==> src/rtl/dpalu_pkg.sv <==
package dpalu_pkg;

  typedef enum logic [3:0] {
    OP_AND = 4'd0,  OP_EOR = 4'd1,  OP_SUB = 4'd2,  OP_RSB = 4'd3,
    OP_ADD = 4'd4,  OP_ADC = 4'd5,  OP_SBC = 4'd6,  OP_RSC = 4'd7,
    OP_TST = 4'd8,  OP_TEQ = 4'd9,  OP_CMP = 4'd10, OP_CMN = 4'd11,
    OP_ORR = 4'd12, OP_MOV = 4'd13, OP_BIC = 4'd14, OP_MVN = 4'd15
  } alu_op_e;

  typedef enum logic [1:0] {
    SH_LSL = 2'd0, SH_LSR = 2'd1, SH_ASR = 2'd2, SH_ROR = 2'd3
  } shift_e;

  typedef struct packed {
    logic n;
    logic z;
    logic c;
    logic v;
  } flags_t;

  // flag-only operations occupy codes 8..11
  function automatic logic op_is_compare(input logic [3:0] op);
    return op[3:2] == 2'b10;
  endfunction

  function automatic logic op_is_arith(input logic [3:0] op);
    return (op >= 4'd2 && op <= 4'd7) || op == 4'd10 || op == 4'd11;
  endfunction

  // operands reversed for the reverse subtractions
  function automatic logic op_is_reverse(input logic [3:0] op);
    return op == 4'd3 || op == 4'd7;
  endfunction

  function automatic logic op_is_subtract(input logic [3:0] op);
    return op == 4'd2 || op == 4'd3 || op == 4'd6 || op == 4'd7 || op == 4'd10;
  endfunction

  function automatic logic op_uses_carry(input logic [3:0] op);
    return op == 4'd5 || op == 4'd6 || op == 4'd7;
  endfunction

  // signed overflow of a + b, given the sum
  function automatic logic add_overflow(input logic sa, input logic sb, input logic ss);
    return (sa == sb) && (ss != sa);
  endfunction

endpackage

==> src/rtl/dpalu_shifter.sv <==
module dpalu_shifter #(
  parameter int W    = 32,
  parameter int SH_W = $clog2(W)
) (
  input  logic [W-1:0]    val,
  input  logic [1:0]      kind,
  input  logic [SH_W-1:0] amt,
  input  logic            cin,
  output logic [W-1:0]    res,
  output logic            cout
);
  import dpalu_pkg::*;

  logic [W-1:0] stage [SH_W+1];
  assign stage[0] = val;

  // log-depth barrel: stage k shifts by 2**k when amt[k] is set
  for (genvar k = 0; k < SH_W; k++) begin : g_stage
    localparam int D = 1 << k;
    logic [W-1:0] moved;
    always_comb begin
      unique case (shift_e'(kind))
        SH_LSL:  moved = stage[k] << D;
        SH_LSR:  moved = stage[k] >> D;
        SH_ASR:  moved = W'($signed(stage[k]) >>> D);
        default: moved = (stage[k] >> D) | (stage[k] << (W - D));
      endcase
    end
    assign stage[k+1] = amt[k] ? moved : stage[k];
  end

  assign res = stage[SH_W];

  // index of the last bit shifted out
  logic [SH_W-1:0] lo_idx, hi_idx;
  assign lo_idx = amt - SH_W'(1);
  assign hi_idx = ~amt + SH_W'(1);

  always_comb begin
    if (amt == '0)                       cout = cin;
    else if (shift_e'(kind) == SH_LSL)   cout = val[hi_idx];
    else                                 cout = val[lo_idx];
  end
endmodule

==> src/rtl/dpalu_addsub.sv <==
module dpalu_addsub #(
  parameter int W = 32
) (
  input  logic [3:0]   op,
  input  logic [W-1:0] a,
  input  logic [W-1:0] b,
  input  logic         c_flag,
  output logic [W-1:0] sum,
  output logic         cout,
  output logic         ovf
);
  import dpalu_pkg::*;

  logic [W-1:0] x, y, y_eff;
  logic         cin;
  logic [W:0]   wide;

  always_comb begin
    x = op_is_reverse(op) ? b : a;
    y = op_is_reverse(op) ? a : b;
    y_eff = op_is_subtract(op) ? ~y : y;
    if (op_uses_carry(op))      cin = c_flag;
    else                        cin = op_is_subtract(op);
  end

  assign wide = {1'b0, x} + {1'b0, y_eff} + {{W{1'b0}}, cin};
  assign sum  = wide[W-1:0];
  assign cout = wide[W];
  assign ovf  = add_overflow(x[W-1], y_eff[W-1], wide[W-1]);
endmodule

==> src/rtl/dpalu_logic.sv <==
module dpalu_logic #(
  parameter int W = 32
) (
  input  logic [3:0]   op,
  input  logic [W-1:0] a,
  input  logic [W-1:0] b,
  output logic [W-1:0] res
);
  import dpalu_pkg::*;

  always_comb begin
    unique case (alu_op_e'(op))
      OP_AND, OP_TST: res = a & b;
      OP_EOR, OP_TEQ: res = a ^ b;
      OP_ORR:         res = a | b;
      OP_BIC:         res = a & ~b;
      OP_MOV:         res = b;
      OP_MVN:         res = ~b;
      default:        res = '0;
    endcase
  end
endmodule

==> src/rtl/dpalu.sv <==
module dpalu #(
  parameter int DATA_W = 32,
  parameter int IMM_W  = 8,
  localparam int SH_W  = $clog2(DATA_W)
) (
  input  logic              clk,
  input  logic              rst_n,
  input  logic              op_valid,
  input  logic [3:0]        opcode,
  input  logic              set_flags,
  input  logic [DATA_W-1:0] op1,
  input  logic [DATA_W-1:0] op2_reg,
  input  logic              op2_sel_imm,
  input  logic [IMM_W-1:0]  imm,
  input  logic [1:0]        shift_kind,
  input  logic [SH_W-1:0]   shift_amt,
  output logic [DATA_W-1:0] result,
  output logic              result_we,
  output logic [3:0]        flags
);
  import dpalu_pkg::*;

  flags_t flags_q, flags_nx;
  logic [DATA_W-1:0] op2_src, op2_sh, arith_res, logic_res, alu_res;
  logic sh_carry, add_c, add_v, is_arith, writes, flag_upd;

  assign op2_src = op2_sel_imm ? DATA_W'(imm) : op2_reg;

  dpalu_shifter #(.W(DATA_W), .SH_W(SH_W)) u_shift (
    .val(op2_src), .kind(shift_kind), .amt(shift_amt),
    .cin(flags_q.c), .res(op2_sh), .cout(sh_carry)
  );

  dpalu_addsub #(.W(DATA_W)) u_add (
    .op(opcode), .a(op1), .b(op2_sh), .c_flag(flags_q.c),
    .sum(arith_res), .cout(add_c), .ovf(add_v)
  );

  dpalu_logic #(.W(DATA_W)) u_logic (
    .op(opcode), .a(op1), .b(op2_sh), .res(logic_res)
  );

  assign is_arith = op_is_arith(opcode);
  assign writes   = !op_is_compare(opcode);
  assign alu_res  = is_arith ? arith_res : logic_res;
  assign flag_upd = op_valid && set_flags;

  always_comb begin
    flags_nx.n = alu_res[DATA_W-1];
    flags_nx.z = (alu_res == '0);
    flags_nx.c = is_arith ? add_c : sh_carry;
    flags_nx.v = is_arith ? add_v : flags_q.v;
  end

  always_ff @(posedge clk) begin
    if (!rst_n) begin
      result    <= '0;
      result_we <= 1'b0;
      flags_q   <= '0;
    end else begin
      result_we <= op_valid && writes;
      if (op_valid && writes) result <= alu_res;
      if (flag_upd)           flags_q <= flags_nx;
    end
  end

  assign flags = flags_q;
endmodule

==> config.mk <==
export PLATFORM = sky130hd
export DESIGN_NAME = dpalu
export DESIGN_NICKNAME = d
export VERILOG_FILES = /design/src/rtl/dpalu_pkg.sv /design/src/rtl/dpalu_shifter.sv /design/src/rtl/dpalu_addsub.sv /design/src/rtl/dpalu_logic.sv /design/src/rtl/dpalu.sv
export SDC_FILE = /design/constraint.sdc
export NUM_CORES = 1
export LEC_CHECK = 0
export ABC_AREA = 1
export BUFFER_PORTS_ARGS = -buffer_cell sky130_fd_sc_hd__buf_2
export CORE_ASPECT_RATIO = 1.1
export CORE_MARGIN = 2
export CORE_UTILIZATION = 35
export CTS_CLUSTER_DIAMETER = 100
export DETAILED_ROUTE_END_ITERATION = 12
export HOLD_SLACK_MARGIN = 0.02
export MAX_ROUTING_LAYER = met4
export PLACE_DENSITY_LB_ADDON = 0.25
export SYNTH_ARGS = -nofsm -noshare
export SYNTH_HDL_FRONTEND = slang
export SYNTH_SLANG_ARGS = --single-unit
==> constraint.sdc <==
create_clock -name clk -period 7.7 [get_ports clk]
set_clock_uncertainty 0.05 [all_clocks]
set_input_delay 0.385 -clock clk [delete_from_list [all_inputs] [get_ports clk]]
set_output_delay 0.385 -clock clk [all_outputs]
set_load 0.03 [all_outputs]
==> results of run 1 <==
cells in the mapped netlist (6+ instances only):
cell type / count
nor2_2: 6
buf_1: 6
nand4_1: 58
ha_1: 65
buf_6: 11
o21ai_1: 6
xor2_1: 34
nand3_1: 300
nand2_2: 17
a21o_1: 10
o21ai_0: 212
o211ai_1: 17
buf_2: 28
nor2_1: 85
buf_4: 6
nor3_1: 10
nand3b_1: 7
or2_2: 7
inv_1: 163
nand3_2: 25
a21oi_1: 146
dfxtp_1: 37
clkbuf_1: 62
xnor2_1: 8
nand2_1: 665
critical path, delay by kind of cell:
| kind | cells | cell delay [ns] |
|---|---|---|
| xor+xnor | 1 | 0.20 |
| simple gates | 20 | 3.48 |
| fa+ha+maj | 2 | 0.62 |
| buf+inv | 4 | 0.55 |
| compound gates | 5 | 1.08 |
final timing paths:
kind	start	endpoint	slack (ns)	cells after the start
max	shift_kind[0]	flags[2]	1.49	32
min	op_valid	result_we	0.32	3
max reg2reg	flags[1]	flags[2]	3.75	22
min reg2reg	flags[2]	flags[2]	0.43	2
registers in the layout (all words and copies together) (netlist names):
name and flops:
flags 4, result_we 1, result 32
per-layer routing:
layer	global-route usage (%)	part of all wire (%)	up-vias	wire (um)
met5	-	0	-	0
met4	11.1	4.3	0	1980
met3	1.20	6.4	103	2930
met2	46.4	46	644	21000
met1	36.5	43	6493	19800
li1	-	-	6966	-
cell usage in the layout (no fill, tap or decap), types with 2 or more instances in the layout:
| cell | count |
|---|---|
| a211oi_1 | 4 |
| a21boi_0 | 4 |
| a21o_1 | 10 |
| a21oi_1 | 146 |
| a31oi_1 | 2 |
| buf_2 | 124 |
| buf_4 | 21 |
| clkbuf_16 | 5 |
| dfxtp_1 | 37 |
| fa_1 | 2 |
| ha_1 | 65 |
| inv_1 | 163 |
| inv_2 | 5 |
| nand2_1 | 665 |
| nand2_2 | 17 |
| nand3_1 | 300 |
| nand3_2 | 25 |
| nand3b_1 | 7 |
| nand4_1 | 58 |
| nor2_1 | 85 |
| nor2_2 | 5 |
| nor2_4 | 3 |
| nor3_1 | 9 |
| nor4_1 | 4 |
| o211ai_1 | 17 |
| o21a_1 | 5 |
| o21ai_0 | 212 |
| o21ai_1 | 6 |
| o21ai_2 | 2 |
| o221ai_1 | 3 |
| or2_2 | 7 |
| xnor2_1 | 8 |
| xor2_1 | 34 |
metrics by stage:
step / total power [W] / cell area, um2 / worst slack [ns] / instances / hold WS, ns
floorplan: 0.00110 / 10800 / 3.37 / 2041 / 0.469
global placement: 0.00142 / 11500 / 1.38 / 2487 / 0.416
detailed placement: 0.00142 / 11500 / 1.36 / 2487 / 0.425
CTS: 0.00167 / 11700 / 1.66 / 2495 / 0.314
global route: 0.00184 / 11700 / 1.00 / 2495 / 0.377
finish: 0.00169 / 11700 / 1.49 / 2495 / 0.320
final cells by class:
cell class                      count  area (um2)  share of cell area [%]
Multi-Input combinational cell   1721        8810                    75.5
Clock inverter                      2        37.5                   0.322
Timing Repair Buffer              145         778                    6.67
Clock buffer                        6         139                    1.19
Sequential cell                    37         741                    6.35
Tap cell                          414         518                    4.44
Inverter                          170         641                    5.49
power groups by stage:
stage	clock, W	sequential, W	combinational (W)
floorplan	0	0.000261	0.000834
global placement	0	0.000223	0.00120
detailed placement	0	0.000223	0.00120
CTS	0.000245	0.000219	0.00121
global route	0.000251	0.000221	0.00137
finish	0.000239	0.000219	0.00123
cell families after synthesis:
group,after synthesis,share of synthesized area [%]
adders and majority gates,67,7.94
and+or+nand+nor,1191,49.5
DFF,37,6.89
buffers and inverters,283,11.2
xor gates and xnor gates,42,3.42
AOI/OAI and AO/OA,421,21.0
==> flow_summary.json, run 1 <==
{
  "cts.clk_slew.worst_paths_ns": 0.05,
  "post_synth.cell_area_avg_um2": 5.27,
  "layout-drive-gt1-share_pct": 10.8,
  "drc": 0,
  "htreeDepth": 2,
  "post-route-util_pct": 38.5,
  "cts.sinks": 37,
  "nFillCells": 3530,
  "grt_max_degree": 79,
  "holdBufCountCts": 0,
  "routabilityCongestion": 1.02,
  "crit_top_cell": "nand2_1",
  "syn_area_mm2": 0.0108,
  "worst_slew_pin_slew_ns": 1.20,
  "relSlewSlack_pct": 19.9,
  "cts_root_buffer": "clkbuf_16",
  "crit_type": "in2reg",
  "synth-edff-count": 0,
  "cts.path.max_buffers": 2,
  "post-cts-setup-buffers": 0,
  "first_global_vias": 12700,
  "grt.overflow.total": 0,
  "core_area_mm2": 0.0303,
  "synth_top_area_cell": "nand2_1",
  "rows": 67,
  "worstPathArrival_ns": 6.38,
  "cap_violations": 0,
  "clock_latency_ns": 0.28,
  "firstDrtPassIters": 6,
  "wl_um": 45700,
  "post-route-min-period_ns": 6.21,
  "vias": 14200,
  "cts_tree": "yes",
  "crit_required_ns": 7.87,
  "cts_made_buffers": 5,
  "critPathMaxStageDelay_ns": 0.83,
  "clkPwrFrac_pct": 14.2,
  "p_per_area_mw_per_mm2": 145,
  "ys.flop_type": "dfxtp_1",
  "chipHeight_um": 188,
  "internal-power_w": 0.000758,
  "synth_top_area_share_pct": 23.2,
  "cts_resized": 0,
  "worst_setup_path_end_kind": "flip-flop",
  "start_util_pct": 35.4,
  "ys_seq_area_share_pct": 6.89,
  "yosys-top-cells-area": "nand2_1 (23%), nand3_1 (14%), o21ai_0 (9.9%), ha_1 (7.6%), dfxtp_1 (6.9%)",
  "syn_to_final_growth_pct": 8.54,
  "yosysUniqueCellTypes": 52,
  "setup_tns_ns": 0,
  "drtIter0Drc": 1570,
  "grt_pass1_wl_um": 70600,
  "fmax_mhz": 161,
  "vias_per_cell": 5.69,
  "die-width_um": 171,
  "ioPinCount": 125,
  "p_switching_w": 0.000932,
  "slew_violations": 0,
  "antenna_found_initial": 0,
  "peakVddDrop_uv": 111,
  "slowest_stage": "nor2_4",
  "synthesis.nets": 2196,
  "ant_nets": 0,
  "critPathMaxFanout": 35,
  "finalHoldViolCount": 0,
  "wl_per_cell_um": 18.3,
  "numPortBuffers": 124,
  "pwr-share-comb_pct": 72.9,
  "run_status": "complete, no violations",
  "synthArstFlopShare_pct": 0,
  "fin_nets": 2235,
  "p_seq_share_pct": 13.0,
  "timing.final.crit_share_pct": 80.6,
  "ys_warn_count": 0,
  "n_antenna_cell": 0,
  "hpwlAfterDp_um": 36100,
  "cp-start-kind": "input pin",
  "postSynthRegisterBits": 37,
  "syn_inst": 2041,
  "p_leak_nw": 5.99,
  "final-setup-viol-count": 0,
  "floorplan.die_area_mm2": 0.0321,
  "rsz0062_at_grt": "no",
  "hp-class": "in2reg",
  "track_usage_pct": 28.3,
  "sw_frac_of_total_pct": 55.1
}
Power figures use the tool's default switching activity.
==> inputs of run 2 (changes only) <==
==> constraint.sdc (replaced) <==
create_clock -name clk -period 6.2 [get_ports clk]
set_clock_uncertainty 0.05 [all_clocks]
set_input_delay 0.31 -clock clk [delete_from_list [all_inputs] [get_ports clk]]
set_output_delay 0.31 -clock clk [all_outputs]
set_load 0.03 [all_outputs]
==> flow_summary.json, run 2 (same netlist as run 1, synthesis figures left out) <==
{
  "hp-class": "in2reg",
  "cts_resized": 0,
  "p_per_area_mw_per_mm2": 175,
  "post-route-min-period_ns": 5.57,
  "relSlewSlack_pct": 17.9,
  "hpwlAfterDp_um": 37400,
  "nFillCells": 3583,
  "critPathMaxStageDelay_ns": 0.95,
  "fin_nets": 2249,
  "timing.final.crit_share_pct": 89.9,
  "n_antenna_cell": 0,
  "crit_type": "in2reg",
  "cts.clk_slew.worst_paths_ns": 0.05,
  "dpl-instance-area_mm2": 0.0116,
  "cts.path.max_buffers": 2,
  "critPathMaxFanout": 30,
  "antenna_found_initial": 0,
  "final-setup-viol-count": 0,
  "worst_slew_pin_slew_ns": 1.23,
  "rows": 67,
  "post-cts-setup-buffers": 0,
  "start_util_pct": 35.4,
  "critPathBufInv": 1,
  "die-width_um": 171,
  "wl_um": 46400,
  "vias_per_cell": 5.59,
  "p_leak_nw": 6.04,
  "cp-start-kind": "input pin",
  "routabilityCongestion": 1.02,
  "crit_family": "simple AND/OR/NAND/NOR gates",
  "slew_violations": 0,
  "vias": 14000,
  "first_global_vias": 13200,
  "core_area_mm2": 0.0303,
  "final_common_cell": "nand2_1",
  "chipHeight_um": 188,
  "syn_to_final_growth_pct": 9.30,
  "crit_required_ns": 6.37,
  "total_power_w": 0.00205,
  "firstDrtPassIters": 6,
  "peakVddDrop_uv": 90.6,
  "cts_made_buffers": 5,
  "layout-drive-gt1-share_pct": 11.3,
  "cts_root_buffer": "clkbuf_16",
  "clock_latency_ns": 0.28,
  "worstPathArrival_ns": 5.74,
  "floorplan.die_area_mm2": 0.0321,
  "htreeDepth": 2,
  "post-route-util_pct": 38.7,
  "worst_setup_path_end_kind": "flip-flop",
  "cts.sinks": 37,
  "final_cell_mix": "nand2_1 (665), nand3_1 (300), o21ai_0 (212)",
  "numPortBuffers": 124,
  "grt_pass1_wl_um": 72600,
  "drc": 0,
  "fmax_mhz": 179,
  "stdcell_count": 2509,
  "grt.overflow.total": 0,
  "crit_top_cell": "nand2_1",
  "track_usage_pct": 29.3,
  "wl_per_cell_um": 18.5,
  "setup_tns_ns": 0,
  "cts_tree": "yes",
  "holdBufCountCts": 0,
  "drtIter0Drc": 1095,
  "run_status": "complete, no violations",
  "regArea_um2": 741,
  "cap_violations": 0,
  "rsz0062_at_grt": "no",
  "finalHoldViolCount": 0,
  "ant_nets": 0,
  "placed_cells_incl_taps": 2501,
  "final_area_mm2": 0.0118,
  "grt_max_degree": 79,
  "regMostFlops": "result",
  "slowest_stage": "nor2_2",
  "ioPinCount": 125,
  "multi_input_comb_area_mm2": 0.00881,
  "largest_reg_flops": 32
}
run 2: cell count changes in the layout (fill, tap and decap cells not counted), sizes merged:
cell	change
buf	+14
bufinv	-1
clkbuf	+1
run 2: worst register-to-register path: stages (launching register included):
cell,delay (ns)
dfxtp_1,0.35
nand2_1,0.07
o21ai_0,0.26
fa_1,0.33
inv_1,0.07
fa_1,0.45
nand3b_1,0.17
nand2_1,0.09
a21boi_0,0.11
buf_4,0.15
o21ai_0,0.25
a31oi_1,0.14
xnor2_1,0.14
nand2_1,0.06
inv_1,0.04
nor2_1,0.15
nand2_1,0.07
nor2_1,0.10
nand2_1,0.05
nor2_1,0.19
nand3_1,0.13
a21oi_2,0.12
run 2: final timing paths:
| check | from | slack (ns) | depth (start not counted) | to |
|---|---|---|---|---|
| setup reg to reg | flags[1] | 2.60 | 21 | flags[2] |
| hold / removal | op_valid | 0.23 | 3 | result_we |
| hold reg to reg | flags[2] | 0.43 | 2 | flags[2] |
| setup / recovery | shift_kind[0] | 0.63 | 29 | flags[2] |
run 2: area by class of cell:
class,count,area share (%)
inverters,170,5.45
flip-flops and latches,37,6.30
repair buffers,159,7.62
clock inverters,1,0.0639
clock buffers,7,1.13
multi-input cells,1721,75.0
well taps,414,4.41
run 2: layer usage:
layer / wire, um / track usage, % / up-vias
met5: 0 / - / -
met4: 2410 / 14.0 / 0
met3: 2400 / 0.886 / 105
met2: 21700 / 48.8 / 558
met1: 19900 / 36.5 / 6384
li1: - / - / 6980
run 2: power by group:
part | leakage [nW] | total, W | internal [W] | switching, W
clock network | 0.0641 | 0.000246 | 0.000149 | 0.0000964
registers | 0.306 | 0.000273 | 0.000262 | 0.0000110
logic | 5.67 | 0.00154 | 0.000492 | 0.00104
total | 6.04 | 0.00205 | 0.000904 | 0.00115
run 2: metrics by stage:
step | hold slack, ns | setup slack [ns]
2_1_floorplan | 0.398 | 1.95
3_3_place_gp | 0.414 | 0.346
3_5_place_dp | 0.424 | 0.412
4_1_cts | 0.235 | 0.703
5_1_grt | 0.259 | 0.0833
6_report | 0.234 | 0.628
